<file path="src/rtl/chg_pkg.sv">
package chg_pkg;
  typedef enum logic [1:0] {
    PH_DIS  = 2'b00,
    PH_PRE  = 2'b01,
    PH_FAST = 2'b10,
    PH_DONE = 2'b11
  } phase_e;
endpackage

</file>
<file path="src/rtl/chg_qual.sv">
module chg_qual (
  input  logic conv_on,
  input  logic en_bit,
  input  logic en_pin_n,
  input  logic ichg_nz,
  input  logic ts_fault,
  input  logic fet_dis,
  input  logic tmr_fault,
  output logic user_en,
  output logic start_ok
);
  // user enable is the pair that a host toggles to re-arm
  assign user_en  = en_bit & ~en_pin_n;
  assign start_ok = user_en & conv_on & ichg_nz & ~ts_fault & ~fet_dis & ~tmr_fault;
endmodule

</file>
<file path="src/rtl/chg_safety_tmr.sv">
module chg_safety_tmr #(
  parameter int LIMIT = 43200
) (
  input  logic clk,
  input  logic rst,
  input  logic run_i,
  input  logic clr_i,
  input  logic tick_i,
  input  logic user_en_i,
  output logic expire_o,
  output logic fault_o
);
  localparam int CW = $clog2(LIMIT + 1);

  logic [CW-1:0] cnt_q;
  logic          fault_q;

  assign expire_o = run_i & tick_i & (cnt_q == CW'(LIMIT - 1));
  assign fault_o  = fault_q;

  always_ff @(posedge clk) begin
    if (rst) begin
      cnt_q   <= '0;
      fault_q <= 1'b0;
    end else begin
      if (clr_i || expire_o)   cnt_q <= '0;
      else if (run_i && tick_i) cnt_q <= cnt_q + 1'b1;
      if (expire_o)            fault_q <= 1'b1;
      else if (!user_en_i)     fault_q <= 1'b0;
    end
  end


  fault_src_chk: assert property (@(posedge clk) disable iff (rst)
    $rose(fault_q) |-> $past(run_i && tick_i));

  fault_clear_chk: assert property (@(posedge clk) disable iff (rst)
    $fell(fault_q) |-> $past(!user_en_i));
endmodule

</file>
<file path="src/rtl/chg_stat_drv.sv">
module chg_stat_drv #(
  parameter int DIV  = 50000,
  parameter int HALF = 512
) (
  input  logic clk,
  input  logic rst,
  input  logic charging_i,
  input  logic fault_i,
  input  logic stat_dis_i,
  output logic stat_o
);
  localparam int PW = (DIV  > 1) ? $clog2(DIV)  : 1;
  localparam int HW = (HALF > 1) ? $clog2(HALF) : 1;

  logic [PW-1:0] pre_q;
  logic [HW-1:0] half_q;
  logic          blink_q;
  logic          stat_q;
  logic          ptick;

  assign ptick  = (pre_q == PW'(DIV - 1));
  assign stat_o = stat_q;

  always_ff @(posedge clk) begin
    if (rst || !fault_i) begin
      pre_q   <= '0;
      half_q  <= '0;
      blink_q <= 1'b1;
    end else begin
      pre_q <= ptick ? '0 : pre_q + 1'b1;
      if (ptick) begin
        if (half_q == HW'(HALF - 1)) begin
          half_q  <= '0;
          blink_q <= ~blink_q;
        end else begin
          half_q <= half_q + 1'b1;
        end
      end
    end
  end

  always_ff @(posedge clk) begin
    if (rst)             stat_q <= 1'b1;
    else if (stat_dis_i) stat_q <= 1'b1;
    else if (fault_i)    stat_q <= blink_q;
    else                 stat_q <= ~charging_i;
  end


  stat_quiet_chk: assert property (@(posedge clk) disable iff (rst)
    stat_dis_i |=> stat_o);
endmodule

</file>
<file path="src/rtl/chg_cycle_ctrl.sv">
module chg_cycle_ctrl #(
  parameter int TIMER_LIMIT = 43200,
  parameter int BLINK_DIV   = 50000,
  parameter int BLINK_HALF  = 512
) (
  input  logic       clk,
  input  logic       rst,
  input  logic       conv_on,
  input  logic       en_bit,
  input  logic       en_pin_n,
  input  logic       ichg_nz,
  input  logic       ts_fault,
  input  logic       fet_dis,
  input  logic       vbat_lo_pre,
  input  logic       vbat_lo_rech,
  input  logic       ibat_lo_term,
  input  logic       dpm_act,
  input  logic       treg_act,
  input  logic       tick_1s,
  input  logic       stat_dis,
  output logic [1:0] phase,
  output logic       stat_o,
  output logic       int_o,
  output logic       tmr_fault
);
  import chg_pkg::*;

  phase_e st_q, st_d;
  logic   int_q;
  logic   user_en, start_ok;
  logic   expire, fault;
  logic   term_ok, abort, begin_cyc, done_hit, running;

  chg_qual u_qual (
    .conv_on   (conv_on),
    .en_bit    (en_bit),
    .en_pin_n  (en_pin_n),
    .ichg_nz   (ichg_nz),
    .ts_fault  (ts_fault),
    .fet_dis   (fet_dis),
    .tmr_fault (fault),
    .user_en   (user_en),
    .start_ok  (start_ok)
  );

  assign running   = (st_q == PH_PRE) || (st_q == PH_FAST);
  assign term_ok   = ibat_lo_term & ~vbat_lo_rech & ~dpm_act & ~treg_act;
  assign abort     = ~start_ok | expire;
  assign begin_cyc = ~abort & ((st_q == PH_DIS) || ((st_q == PH_DONE) && vbat_lo_rech));
  assign done_hit  = ~abort & (st_q == PH_FAST) & term_ok;

  chg_safety_tmr #(.LIMIT(TIMER_LIMIT)) u_tmr (
    .clk       (clk),
    .rst       (rst),
    .run_i     (running),
    .clr_i     (begin_cyc),
    .tick_i    (tick_1s),
    .user_en_i (user_en),
    .expire_o  (expire),
    .fault_o   (fault)
  );

  always_comb begin
    st_d = st_q;
    if (abort)          st_d = PH_DIS;
    else if (begin_cyc) st_d = vbat_lo_pre ? PH_PRE : PH_FAST;
    else begin
      case (st_q)
        PH_PRE:  if (!vbat_lo_pre) st_d = PH_FAST;
        PH_FAST: if (term_ok)      st_d = PH_DONE;
        default: st_d = st_q;
      endcase
    end
  end

  always_ff @(posedge clk) begin
    if (rst) begin
      st_q  <= PH_DIS;
      int_q <= 1'b0;
    end else begin
      st_q  <= st_d;
      int_q <= done_hit;
    end
  end

  chg_stat_drv #(.DIV(BLINK_DIV), .HALF(BLINK_HALF)) u_stat (
    .clk        (clk),
    .rst        (rst),
    .charging_i (running),
    .fault_i    (fault | ts_fault),
    .stat_dis_i (stat_dis),
    .stat_o     (stat_o)
  );

  assign phase     = st_q;
  assign int_o     = int_q;
  assign tmr_fault = fault;


  abort_chk: assert property (@(posedge clk) disable iff (rst)
    !start_ok |=> st_q == PH_DIS);

  done_entry_chk: assert property (@(posedge clk) disable iff (rst)
    (st_q == PH_DONE && $past(st_q) == PH_FAST) |-> $past(!dpm_act && !treg_act && ibat_lo_term));

  int_width_chk: assert property (@(posedge clk) disable iff (rst)
    int_o |=> !int_o);

  int_phase_chk: assert property (@(posedge clk) disable iff (rst)
    int_o |-> st_q == PH_DONE);

  expire_wins_chk: assert property (@(posedge clk) disable iff (rst)
    expire |=> (st_q == PH_DIS) && !int_o && fault);
endmodule

</file>
<file path="config.mk">
export PLATFORM = sky130hd
export DESIGN_NAME = chg_cycle_ctrl
export DESIGN_NICKNAME = d
export VERILOG_FILES = /design/src/rtl/chg_pkg.sv /design/src/rtl/chg_qual.sv /design/src/rtl/chg_safety_tmr.sv /design/src/rtl/chg_stat_drv.sv /design/src/rtl/chg_cycle_ctrl.sv
export SDC_FILE = /design/constraint.sdc
export NUM_CORES = 1
export LEC_CHECK = 0
export ABC_CLOCK_PERIOD_IN_PS = 3020
export CAP_MARGIN = 30
export CORE_MARGIN = 2
export CORE_UTILIZATION = 57
export DETAILED_ROUTE_END_ITERATION = 10
export GPL_ROUTABILITY_DRIVEN = 0
export PLACE_DENSITY_LB_ADDON = 0.15
export SLEW_MARGIN = 30
export SYNTH_ARGS = -nofsm -noshare
export SYNTH_HDL_FRONTEND = slang
export SYNTH_HIERARCHICAL = 1
export SYNTH_SLANG_ARGS = --single-unit
</file>
<file path="constraint.sdc">
create_clock -name clk -period 3.02 [get_ports clk]
set_clock_uncertainty 0.1 [all_clocks]
set_input_delay 0.604 -clock clk [delete_from_list [all_inputs] [get_ports clk]]
set_output_delay 0.604 -clock clk [all_outputs]
set_load 0.1 [all_outputs]
</file>
# == Yosys cells after proc, flatten, opt, wreduce, memory -nomap -nowiden ==
# Cells that the tools add are included.
# word_totals
register_bits,47
latchBits,0
ram_bits,0
rom_bits,0
in_bits,15
memories,0
# op_classes
n_addsub,3
n_mul,0
div_mod_pow,0
magnitude_cmp,0
n_eq_ne,9
n_shift,0
mux,9
n_bitwise,27
reduce_logical,15
# ops
operator,count
$add 16x1->16 const B,2
$eq 16x16->1 const B,2
$and 1x1->1,14
$not 1->1,11
$add 9x1->9 const B,1
$eq 9x9->1 const B,1
$mux 9,1
$mux 2,4
$reduce_or 2->1,4
$ne 3x2->1 const B,2
$eq 2x2->1 const B,2
$logic_or 1x1->1,4
$pmux 2 s2,1
$mux 1,3
$reduce_and 3->1,1
$reduce_bool 3->1,1
$eq 2x1->1 const B,1
$logic_and 1x1->1,2
$logic_not 2->1,1
$ne 2x2->1 const B,1
$or 1x1->1,2
$reduce_and 2->1,1
$logic_not 1->1,1

# == Longest topological paths before layout ==
# depth
ltp_word,13
ltp_mapped,11
mapped_depth_nobuf,10

# == Cells and area by module ==
# Netlist, hierarchy kept.
# by_module_without_submodules
module,instances,cells_each,area_per_inst_um2
chg_stat_drv,1,147,1315.0
chg_safety_tmr,1,90,797.0
chg_cycle_ctrl,1,30,251.5
chg_qual,1,3,52.6

# == Worst setup path before layout ==
# OpenSTA, ideal clock, no wires.
# synth_path
path_type,reg2reg
from,reg st_q[0] (netlist: phase[0])
to,reg u_tmr.cnt_q[10]
arrival_time_ns,3.022
setup_slack_ns,-0.166
stages_incl_launch_ff,12
path_buffers,1
path_cell_list,dfxtp_1 > inv_1 > ha_1 > nand3_1 > nor2_1 > and3_1 > nor2b_1 > nand2b_1 > inv_1 > a311o_2 > buf_2 > nor2_1
# synth_between
elab_chain_len,9
word_cells_on_any_way,15
cone_classes,eq/ne: 3; bitwise: 5; reduce/logical: 7
# synth_lines
element,line_no,rtl
"start, declared",chg_cycle_ctrl.sv:28,"phase_e st_q, st_d;"
"start signal, assigned",chg_cycle_ctrl.sv:81,st_q <= st_d;
$eq 2x1->1 or $eq 2x2->1 (tied branches),chg_cycle_ctrl.sv:46,assign running = (st_q == PH_PRE) || (st_q == PH_FAST);
$logic_or 1x1->1 *,chg_cycle_ctrl.sv:46,
net running,chg_cycle_ctrl.sv:32,"logic term_ok, abort, begin_cyc, done_hit, running;"
$and 1x1->1 * (2 in series),chg_safety_tmr.sv:18,assign expire_o = run_i & tick_i & (cnt_q == CW'(LIMIT - 1));
net expire,chg_cycle_ctrl.sv:31,"logic expire, fault;"
$or 1x1->1 *,chg_cycle_ctrl.sv:48,assign abort = ~start_ok | expire;
$not 1->1 *,chg_cycle_ctrl.sv:49,assign begin_cyc = ~abort & ((st_q == PH_DIS) || ((st_q == PH_DONE) && vbat_lo_rech));
$and 1x1->1 *,chg_cycle_ctrl.sv:49,
net begin_cyc,chg_cycle_ctrl.sv:32,
$logic_or 1x1->1 *,chg_safety_tmr.sv:26,if (clr_i || expire_o) cnt_q <= '0;
$reduce_or 2->1 (no source line) *,-,
"end signal, assigned",chg_safety_tmr.sv:27,else if (run_i && tick_i) cnt_q <= cnt_q + 1'b1;
"end, declared",chg_safety_tmr.sv:15,logic [CW-1:0] cnt_q;
# Mark *: on every way through the listed nets, which the timed path passes. The rest lies on a longest branch.
# A chain may end at the register's enable or synchronous reset.

# == Final worst setup path ==
# layout_path
from,reg st_q[1] (netlist: phase[1])
to,reg u_tmr.cnt_q[6]
# Same word-level chain as after synthesis.

==> metrics.txt <==
register-to-register path setup slack=510 ps; Setup Fix Bufs, Post-CTS=0; number of rows in the core area=23; most used flip-flop cell after synthesis=sky130_fd_sc_hd__dfxtp_1; mean instance size in the synthesized netlist=8.948 um^2; per-cell via count in the routed design=5.867; reg2reg end=u_tmr/cnt_q[6]$_SDFFE_PP0P_; transition time of the tightest slew-check pin=625.6 ps; launch point of the worst reg-to-reg path=phase[1]$_SDFFE_PP0P_; per-cell routed wire length=13.75 um; setup repair after global routing missed its margin=false; final standard cell area without fillers=2768 um^2; slowest stage delay, CP=450 ps; type of the setup path with the least slack=flip-flop to flip-flop; global-route wire length before repair=8355 um; post-CTS sizing=0; uppermost routed layer=met4; number of antenna violations at the first check in global routing=0; worst hold stages=2; clk_lat worst skew=310 ps; cell depth of the worst flop-to-flop path=10; slew margin rel.=58.28%; clk slew on worst S/H paths=90 ps; async set-or-reset flop fraction in the synthesized netlist=0%; total via count after detailed routing=2036; router iterations before antenna repair=5; count of max-cap constraint violations=0; number of DRC markers after the initial detailed-route iteration=137; DPL Wire Length=3222 um; width of the die=69.11 um; number of flip-flops and latches in the synthesized netlist=47; area growth from synthesis to layout=14.55%; proportion of layout cells with a drive suffix above 1=11.45%; initial standard-cell utilization of the core=59.97%; drt drc=0; vertical extent of the die=69.11 um; proportion of synthesized chip area in sequential cells=38.94%; Hold Slack=382.7 ps; post-route total power=1064 uW; outcome=finished clean; area of the mapped netlist=2416 um^2; number of global-route vias before repair=1854; Boundary Pins=20; die area=4776 um^2; placeable core area=4029 um^2; Port Buf Inserts=19; synthesized netlist cell count=270; kind of start point of the critical path=flip-flop; leading cell types by total area after synthesis=sky130_fd_sc_hd__dfxtp_1 (39%), sky130_fd_sc_hd__xnor2_1 (6.9%), sky130_fd_sc_hd__nor2_1 (5.3%); TritonCTS clock tree=yes; detailed-routed wire length on met3=244 um; critical path's top delay family=simple AND/OR/NAND/NOR gates; synthesized netlist net count=294; number of pins exceeding their max-slew limit in the final report=0; pin count of the biggest net entering global routing=17; IR Drop Worst-Case VDD=0.0002529 V; leakage power summed over all cells=0.0009362 uW; period utilization=83.17%; detailed-route wire length=4771 um; beginning of the worst hold path=u_stat/pre_q[15]$_SDFF_PP0_; final layout net count=320; Antenna Violating Nets Remaining=0; Critical Path Fanout Max=16; slowest cell on the critical path=sky130_fd_sc_hd__a311o_2; top achievable clock speed=398.1 MHz; minimum period implied by the final worst setup slack=2512 ps; global-route total usage across every layer=20.97%; total met2 wirelength after detailed routing=2110 um; level count of the clock H-tree=2; power density of the placed cells=384.5 nW/um^2; sum of negative setup slack=0 ps; final count of hold timing violations=0; number of buffers inserted during clock tree synthesis=5; arrival time at the worst endpoint=2650 ps; cell breakdown of the critical path=inv_1 -> ha_1 -> nand3_1 -> nor2_1 -> and3_1 -> nor2b_1 -> nand2b_1 -> inv_1 -> a311o_2 -> nor2_1; number of failing setup endpoints in the final timing report=0; top cell type's share of synthesized area=38.94%; global-route congestion overflow total=0; number of diodes=0; maximum root-to-sink buffer count=2; Setup crit end kind=flip-flop; hold buffer count at cts=0; synth unique cells=50; leading area contributor after synthesis=sky130_fd_sc_hd__dfxtp_1; Placed Instance Area=2675 um^2; clk sink count=47; Yosys warning count=6; Post-synth EDFFs=0; buffer cell driving the clock tree root=sky130_fd_sc_hd__clkbuf_8; critical path required time=3160 ps; Bufs and invs on worst path=2; met1 WL=2332 um; end point of the worst hold path=u_stat/pre_q[15]$_SDFF_PP0_; worst min-delay path class=flip-flop to flip-flop
## power breakdown
part / switching (uW) / internal (uW)
logic: 21.9 / 23.6
clock network: 230 / 166
registers: 2.03 / 620
total: 254 / 810
## metal layers
layer	global-route usage, %	vias up
li1	-	1029
met1	28.68	944
met2	32.59	55
met3	3.801	8
met4	8.715	0
met5	0	-
## cells in the final DEF (no fill, tap or decap), types with 2 or more instances in the layout
cell type and count:
sky130_fd_sc_hd__a21oi_1 9, sky130_fd_sc_hd__a31oi_1 2, sky130_fd_sc_hd__a32o_1 5, sky130_fd_sc_hd__and3_1 7, sky130_fd_sc_hd__buf_4 10, sky130_fd_sc_hd__clkbuf_8 5, sky130_fd_sc_hd__clkdlybuf4s50_1 14, sky130_fd_sc_hd__clkinvlp_4 2
sky130_fd_sc_hd__dfxtp_1 45, sky130_fd_sc_hd__dfxtp_2 2, sky130_fd_sc_hd__ha_1 9, sky130_fd_sc_hd__inv_1 13, sky130_fd_sc_hd__nand2_1 14, sky130_fd_sc_hd__nand2b_1 4, sky130_fd_sc_hd__nand3_1 14, sky130_fd_sc_hd__nand4_1 8
sky130_fd_sc_hd__nand4_4 2, sky130_fd_sc_hd__nor2_1 34, sky130_fd_sc_hd__nor2b_1 2, sky130_fd_sc_hd__nor3_1 12, sky130_fd_sc_hd__nor3b_1 3, sky130_fd_sc_hd__nor4_1 8, sky130_fd_sc_hd__o211ai_1 3, sky130_fd_sc_hd__o21ai_0 7
sky130_fd_sc_hd__o31ai_1 2, sky130_fd_sc_hd__or2_2 2, sky130_fd_sc_hd__or3_1 5, sky130_fd_sc_hd__or4_1 3, sky130_fd_sc_hd__or4_4 2, sky130_fd_sc_hd__xnor2_1 19, sky130_fd_sc_hd__xor2_1 7
## worst max path at each step
stage	endpoint	from	cells after the start
floorplan	u_tmr/cnt_q[10]$_SDFFE_PP0P_	phase[0]$_SDFFE_PP0P_	11
global placement	u_tmr/cnt_q[15]$_SDFFE_PP0P_	tick_1s	9
detailed placement	u_tmr/cnt_q[6]$_SDFFE_PP0P_	tick_1s	9
CTS	u_tmr/cnt_q[4]$_SDFFE_PP0P_	phase[1]$_SDFFE_PP0P_	10
global route	u_tmr/cnt_q[4]$_SDFFE_PP0P_	phase[1]$_SDFFE_PP0P_	10
finish	u_tmr/cnt_q[6]$_SDFFE_PP0P_	phase[1]$_SDFFE_PP0P_	10
## final cells by class
type	instances	area [um^2]
clock buffers	5	68.82
clock inverters	3	23.77
fillers	323	1261
inverters	13	48.80
multi-input cells	205	1405
flip-flops and latches	47	943.4
well taps	50	62.56
repair buffers	24	215.2
## flip-flops by register name, summed over array words and instances (netlist names)
signal / count
int_o: 1
phase: 2
u_stat/blink_q: 1
u_stat/half_q: 9
u_stat/pre_q: 16
u_stat/stat_o: 1
u_tmr/cnt_q: 16
u_tmr/fault_o: 1
## cells by family (layout without fill, tap and decap cells)
family,Yosys count,in the layout,share of synthesized area (%)
fa+ha+maj,9,9,4.661
simple gates,131,131,32.16
flops,47,47,38.94
mux,1,1,0.4143
compound gates,38,38,11.50
xor+xnor,26,26,9.425
buf+inv,18,45,2.900
## worst min-delay path, delay by kind of cell, from the launching register on
kind,cells,cell delay [ps]
AOI/OAI and AO/OA,2,110
DFF,1,330
## per-stage QoR
| step | cells | util [%] | setup slack (ps) |
|---|---|---|---|
| after floorplan | 270 | - | 198.1 |
| after global placement | 339 | 66.40 | 341.5 |
| after detailed placement | 339 | 66.40 | 252.3 |
| after CTS | 347 | 68.70 | 524.8 |
| after global routing | 347 | 68.70 | 377.3 |
| final | 347 | 68.70 | 508.4 |
## cells in the mapped netlist (7+ instances only)
library cell and count:
sky130_fd_sc_hd__dfxtp_1 47, sky130_fd_sc_hd__xnor2_1 19, sky130_fd_sc_hd__nand2_1 14, sky130_fd_sc_hd__nor2_1 34, sky130_fd_sc_hd__ha_1 9, sky130_fd_sc_hd__nor4_1 8, sky130_fd_sc_hd__a21oi_1 9, sky130_fd_sc_hd__nor3_1 12
sky130_fd_sc_hd__inv_1 13, sky130_fd_sc_hd__nand3_1 14, sky130_fd_sc_hd__xor2_1 7, sky130_fd_sc_hd__nand4_1 8, sky130_fd_sc_hd__o21ai_0 7, sky130_fd_sc_hd__and3_1 7
(Power assumes the default switching activity.)
